<file path="src/rtl/sr_pkg.sv">
package sr_pkg;

  typedef enum logic [2:0] {
    ST_IDLE   = 3'd0,
    ST_CHECK  = 3'd1,
    ST_DPULSE = 3'd2,
    ST_VPULSE = 3'd3,
    ST_WAIT   = 3'd4,
    ST_DONE   = 3'd5,
    ST_FAIL   = 3'd6
  } sr_state_e;

endpackage

</file>
<file path="src/rtl/sr_tick_count.sv">
module sr_tick_count #(
  parameter int W = 4
) (
  input  logic         clk,
  input  logic         rst_n,
  input  logic         clr_i,
  input  logic         tick_i,
  output logic [W-1:0] cnt_o
);

  localparam logic [W-1:0] CNT_SAT = {W{1'b1}};

  logic [W-1:0] cnt_q;
  logic [W-1:0] cnt_d;
  logic         cnt_en;

  assign cnt_en = clr_i | (tick_i & (cnt_q != CNT_SAT));

  always_comb begin
    if (clr_i) cnt_d = '0;
    else       cnt_d = cnt_q + W'(1);
  end

  always_ff @(posedge clk or negedge rst_n) begin
    if (!rst_n)      cnt_q <= '0;
    else if (cnt_en) cnt_q <= cnt_d;
  end

  assign cnt_o = cnt_q;

endmodule

</file>
<file path="src/rtl/sr_idle_mon.sv">
module sr_idle_mon #(
  parameter int IDLE_MS = 2
) (
  input  logic clk,
  input  logic rst_n,
  input  logic dp_i,
  input  logic dm_i,
  input  logic tick_i,
  output logic idle_o
);

  localparam int IW = $clog2(IDLE_MS + 1);
  localparam logic [IW-1:0] IDLE_FULL = IW'(IDLE_MS);

  logic          line_hi;
  logic [IW-1:0] run_q;
  logic [IW-1:0] run_d;
  logic          run_en;

  assign line_hi = dp_i | dm_i;
  assign run_en  = line_hi | (tick_i & (run_q != IDLE_FULL));

  always_comb begin
    if (line_hi) run_d = '0;
    else         run_d = run_q + IW'(1);
  end

  always_ff @(posedge clk or negedge rst_n) begin
    if (!rst_n)      run_q <= '0;
    else if (run_en) run_q <= run_d;
  end

  assign idle_o = (run_q == IDLE_FULL) & ~line_hi;

endmodule

</file>
<file path="src/rtl/sr_ctrl.sv">
module sr_ctrl
  import sr_pkg::*;
#(
  parameter int DP_PULSE_MS   = 7,
  parameter int VBUS_PULSE_MS = 10,
  parameter int TIMEOUT_MS    = 5000,
  parameter int PW            = 13
) (
  input  logic          clk,
  input  logic          rst_n,
  input  logic          start_i,
  input  logic          sess_end_i,
  input  logic          sess_vld_i,
  input  logic          idle_i,
  input  logic          tick_i,
  input  logic [PW-1:0] phase_i,
  output logic          phase_clr_o,
  output logic          dp_pullup_o,
  output logic          vbus_dis_o,
  output logic          vbus_chg_o,
  output logic          busy_o,
  output logic          done_o,
  output logic          err_o
);

  localparam logic [PW-1:0] DP_LAST = PW'(DP_PULSE_MS - 1);
  localparam logic [PW-1:0] VB_LAST = PW'(VBUS_PULSE_MS - 1);
  localparam logic [PW-1:0] TO_LAST = PW'(TIMEOUT_MS - 1);

  sr_state_e state_q;
  sr_state_e state_d;

  always_comb begin
    state_d = state_q;
    unique case (state_q)
      ST_IDLE, ST_DONE, ST_FAIL: if (start_i) state_d = ST_CHECK;
      ST_CHECK:  if (sess_end_i && idle_i) state_d = ST_DPULSE;
      ST_DPULSE: if (tick_i && (phase_i == DP_LAST)) state_d = ST_VPULSE;
      ST_VPULSE: if (tick_i && (phase_i == VB_LAST)) state_d = ST_WAIT;
      ST_WAIT: begin
        if (sess_vld_i)                             state_d = ST_DONE;
        else if (tick_i && (phase_i == TO_LAST))    state_d = ST_FAIL;
      end
      default: state_d = ST_IDLE;
    endcase
  end

  always_ff @(posedge clk or negedge rst_n) begin
    if (!rst_n) state_q <= ST_IDLE;
    else        state_q <= state_d;
  end

  assign phase_clr_o = (state_d != state_q);

  always_comb begin
    dp_pullup_o = 1'b0;
    vbus_dis_o  = 1'b0;
    vbus_chg_o  = 1'b0;
    busy_o      = 1'b0;
    done_o      = 1'b0;
    err_o       = 1'b0;
    unique case (state_q)
      ST_CHECK: begin
        busy_o     = 1'b1;
        vbus_dis_o = ~sess_end_i;
      end
      ST_DPULSE: begin
        busy_o      = 1'b1;
        dp_pullup_o = 1'b1;
      end
      ST_VPULSE: begin
        busy_o     = 1'b1;
        vbus_chg_o = 1'b1;
      end
      ST_WAIT: busy_o = 1'b1;
      ST_DONE: begin
        done_o      = 1'b1;
        dp_pullup_o = 1'b1;
      end
      ST_FAIL: err_o = 1'b1;
      default: ;
    endcase
  end

endmodule

</file>
<file path="src/rtl/sess_req_seq.sv">
module sess_req_seq #(
  parameter int IDLE_MS       = 2,
  parameter int DP_PULSE_MS   = 7,
  parameter int VBUS_PULSE_MS = 10,
  parameter int TIMEOUT_MS    = 5000
) (
  input  logic clk,
  input  logic rst_n,
  input  logic start_i,
  input  logic sess_end_i,
  input  logic sess_vld_i,
  input  logic dp_i,
  input  logic dm_i,
  input  logic tick_ms_i,
  output logic dp_pullup_o,
  output logic vbus_dis_o,
  output logic vbus_chg_o,
  output logic busy_o,
  output logic done_o,
  output logic err_o
);

  localparam int PULSE_MAX = (DP_PULSE_MS > VBUS_PULSE_MS) ? DP_PULSE_MS : VBUS_PULSE_MS;
  localparam int SPAN_MAX  = (TIMEOUT_MS > PULSE_MAX) ? TIMEOUT_MS : PULSE_MAX;
  localparam int PW        = $clog2(SPAN_MAX + 1);

  logic [1:0]    rst_sync_q;
  logic          rst_int_n;
  logic          idle_ok;
  logic          phase_clr;
  logic [PW-1:0] phase_cnt;

  always_ff @(posedge clk or negedge rst_n) begin
    if (!rst_n) rst_sync_q <= 2'b00;
    else        rst_sync_q <= {rst_sync_q[0], 1'b1};
  end

  assign rst_int_n = rst_sync_q[1];

  sr_idle_mon #(
    .IDLE_MS (IDLE_MS)
  ) u_idle (
    .clk    (clk),
    .rst_n  (rst_int_n),
    .dp_i   (dp_i),
    .dm_i   (dm_i),
    .tick_i (tick_ms_i),
    .idle_o (idle_ok)
  );

  sr_tick_count #(
    .W (PW)
  ) u_phase (
    .clk    (clk),
    .rst_n  (rst_int_n),
    .clr_i  (phase_clr),
    .tick_i (tick_ms_i),
    .cnt_o  (phase_cnt)
  );

  sr_ctrl #(
    .DP_PULSE_MS   (DP_PULSE_MS),
    .VBUS_PULSE_MS (VBUS_PULSE_MS),
    .TIMEOUT_MS    (TIMEOUT_MS),
    .PW            (PW)
  ) u_ctrl (
    .clk         (clk),
    .rst_n       (rst_int_n),
    .start_i     (start_i),
    .sess_end_i  (sess_end_i),
    .sess_vld_i  (sess_vld_i),
    .idle_i      (idle_ok),
    .tick_i      (tick_ms_i),
    .phase_i     (phase_cnt),
    .phase_clr_o (phase_clr),
    .dp_pullup_o (dp_pullup_o),
    .vbus_dis_o  (vbus_dis_o),
    .vbus_chg_o  (vbus_chg_o),
    .busy_o      (busy_o),
    .done_o      (done_o),
    .err_o       (err_o)
  );

endmodule

</file>
<file path="config.mk">
export PLATFORM = sky130hd
export DESIGN_NAME = sess_req_seq
export DESIGN_NICKNAME = d
export VERILOG_FILES = /design/src/rtl/sr_pkg.sv /design/src/rtl/sr_tick_count.sv /design/src/rtl/sr_idle_mon.sv /design/src/rtl/sr_ctrl.sv /design/src/rtl/sess_req_seq.sv
export SDC_FILE = /design/constraint.sdc
export NUM_CORES = 1
export LEC_CHECK = 0
export ABC_AREA = 1
export BUFFER_PORTS_ARGS = -buffer_cell sky130_fd_sc_hd__buf_2
export CAP_MARGIN = 20
export CORE_AREA = 2 2 52 54
export CTS_CLUSTER_SIZE = 14
export DETAILED_ROUTE_END_ITERATION = 8
export DIE_AREA = 0 0 54 56
export GPL_ROUTABILITY_DRIVEN = 1
export GPL_TIMING_DRIVEN = 1
export PLACE_DENSITY = 0.88
export SLEW_MARGIN = 20
export SYNTH_ARGS = -nofsm -noshare
export SYNTH_HDL_FRONTEND = slang
export SYNTH_SLANG_ARGS = --single-unit
</file>
<file path="constraint.sdc">
create_clock -name clk -period 0.9 [get_ports clk]
set_input_delay 0.045 -clock clk [delete_from_list [all_inputs] [get_ports clk]]
set_output_delay 0.045 -clock clk [all_outputs]
set_load 0.005 [all_outputs]
</file>
==> reports/metrics.csv <==
metric,value,unit
Crit. End Element,flop,
final setup violating endpoints,24,
Static Leak,1.042,nW
Nets,270,
post-route clock skew,0.001445,ns
clk sinks,20,
routability congestion estimate from global placement,0.8560,
Gate Count Post-Synth,189,
Max Fanout on Critical Path,13,
top cells by instance count after synthesis,"40 x nand2_1, 25 x inv_1, 25 x nor2_1",
maximum operating frequency,527.1,MHz
clock transition at the register clock pins on the worst setup and hold paths after CTS,0.12,ns
TritonCTS buffer count,3,
depth of the CTS H-tree,1,
synthesized flop and latch total,20,
worst slack at placement,-0.8402,ns
maximum count of clock buffers along a single path,2,
die footprint,3024,um2
overall fraction of global-route tracks in use,29.20,%
placeable core area,2432,um2
worst setup margin,-0.9972,ns
"antenna viol nets, final",0,
most repeated cell in the gate-level netlist after synthesis,nand2_1,
share of async-settable or async-resettable flops after synthesis,100.0,%
starting density of the core,56.64,%
pin count of the biggest net entering global routing,19,
number of vias per cell,5.477,
number of unique standard cell types used by synthesis,27,
I/O pin total,14,
initial antenna violation count,0,
Reg-to-Reg End,u_phase.cnt_o[5]$_DFFE_PN0P_,
count of synthesis-stage warnings from yosys,0,
count of max-cap constraint violations,0,
"Slowest-stage cell, CP",dfrtp_1,
fill cell count,136,
# rows,18,
number of cells traversed by the worst register-to-register path,13,
Hold WS,0.06501,ns
kind of critical path,reg2reg,
DRC,0,
worst supply voltage drop on vdd,1.470,mV
Detailed Route WL,4447,um
dominant synthesized flop cell,dfrtp_1,
final worst-path cycle share,210.8,%
TritonCTS clock tree,done,
path type of the worst min-delay path,in2async,
average wire per standard cell,15.49,um
endpoint arrival time on the critical path,2.15,ns
"EDFF count, synth",0,
crit path launch type,flop,
"Non-Filler Cell Area, Final",2062,um2
Slew Limit Fails,0,
Slowest Stage Delay on Critical Path,0.36,ns
share of cells above drive strength 1,45.14,%
required time at the endpoint of the critical path,1.16,ns
mapped cell area,1378,um2
number of global-route vias before repair,1560,
unrepaired setup endpoints after global routing,yes,
Starting DRT DRC Count,54,
count of endpoints failing hold in the final timing report,0,
post-placement cell area,1843,um2
number of detailed-route iterations in the first pass,5,
chain of cells forming the critical path,buf_4 -> ha_2 -> nand3_1 -> nor2_1 -> nand2_1 -> nand2_1 -> nand2_1 -> nand2_1 -> nand2_1 -> nand2_1 -> nand3_2 -> buf_12 -> nor2_2,
average cell area after synthesis,7.289,um2
cell types occupying the most area after synthesis,"dfrtp_1 36%, nand2_1 11%, inv_1 6.8%, nor2_1 6.8%, nand3_1 6.5%",
count of buffers from port buffering,13,
syn_nets,201,
Final HPWL DP,2692,um
relative area change from synthesis to final layout,49.68,%
failing checks,negative setup slack,
sequential area share after synthesis,36.33,%
setup TNS,-17.92,ns
area share of the leading cell type in the synthesized netlist,36.33,%
final worst path period need,1.897,ns
clock network latency to the later pin of the worst-skew pair,0.31,ns
overall power,3.818,mW
run status,"finished, violations left",
power density over the cells,1851,nW/um2
diode count,0,
R2R setup slack,-1.0,ns
critical path capture point,u_phase.cnt_o[5]$_DFFE_PN0P_,
Vias,1572,
overall die height,56,um
launching point of the worst reg2reg path,u_phase.cnt_o[1]$_DFFE_PN0P_,
crit-path most repeated cell,nand2_1,
total global routing overflow,0,
crit path from,u_phase.cnt_o[1]$_DFFE_PN0P_,
top cell type by total area after synthesis,dfrtp_1,
cell at the root of the clock tree,clkbuf_4,
wire length of the first global-routing pass,6423,um
floorplan die width,54,um
-- logic make-up after synthesis --
| group | synth area share [%] |
|---|---|
| other cells | 0.2722 |
| compound gates | 4.723 |
| flops | 36.33 |
| buf+inv | 9.809 |
| simple gates | 38.87 |
| fa+ha+maj | 3.633 |
| xor+xnor | 6.358 |
-- registers in the layout (all words and copies together), names as in the netlist --
name	count
rst_sync_q	2
u_ctrl.state_q	3
u_idle.run_q	2
u_phase.cnt_o	13
-- through the flow --
stage	util, %	std cells
final	84.77	287
after CTS	81.69	283
after detailed placement	75.77	276
after floorplan	-	189
after global routing	84.77	287
after global placement	75.77	276
-- metal layers --
layer | vias up | global-route usage, % | wire length, um | share of wire (%)
met5 | - | 0 | 0 | 0
met4 | 0 | 18.21 | 249 | 5.6
li1 | 719 | - | - | -
met2 | 74 | 51.92 | 2302 | 52
met1 | 753 | 29.71 | 1669 | 38
met3 | 26 | 5.376 | 225 | 5.1
-- cell type report --
class | instances | area, um2 | share of cell area (%)
well taps | 30 | 37.54 | 1.820
clock buffers | 3 | 22.52 | 1.092
inverters | 29 | 113.9 | 5.522
clock inverters | 1 | 30.03 | 1.456
repair buffers | 67 | 540.5 | 26.21
flip-flops and latches | 20 | 503.0 | 24.39
multi-input cells | 137 | 814.5 | 39.50
-- report_power, final --
part           leakage (nW)  switching, mW  internal [mW]
Sequential            0.266          0.118          0.990
Clock                0.0279          0.305          0.451
Combinational         0.748           1.07          0.886
Total                  1.04           1.49           2.33
-- worst min path at each step --
stage                     startpoint                      end  cells past startpoint
final                          rst_n  rst_sync_q[0]$_DFF_PN0_                      2
after detailed placement       rst_n  rst_sync_q[0]$_DFF_PN0_                      1
after CTS                      rst_n  rst_sync_q[0]$_DFF_PN0_                      2
after global routing           rst_n  rst_sync_q[0]$_DFF_PN0_                      2
after floorplan                rst_n  rst_sync_q[0]$_DFF_PN0_                      0
after global placement         rst_n  rst_sync_q[0]$_DFF_PN0_                      1
-- timing repair --
| item | CTS | global route |
|---|---|---|
| endpoints found under the hold margin | 2 | 0 |
| hold buffers | 1 | 0 |
| buffers inserted | 3 | 4 |
| pin swaps | 4 | 0 |
| setup endpoints to repair | 24 | 24 |
| cloned | 0 | 0 |
| resized for setup | 24 | 12 |
-- critical path: cells and delay by family (launching register included) --
kind / cells / cell delay [ns]
buf+inv: 2 / 0.30
simple gates: 10 / 0.96
fa+ha+maj: 1 / 0.21
flops: 1 / 0.36
-- layout by cell type, fill, tap and decap left out, drive strengths merged --
master        n
bufinv        1
buf          66
inv          29
clkbuf        3
dlygate4sd3   1
nor2         40
nand3b        1
a21oi         3
xnor2         1
o21ai         5
dfrtp        20
o211ai        2
nand3        20
a31oi         1
ha            4
nand4         4
conb          1
xor2          9
nand2        42
nor3          4
(Power assumes the default switching activity.)
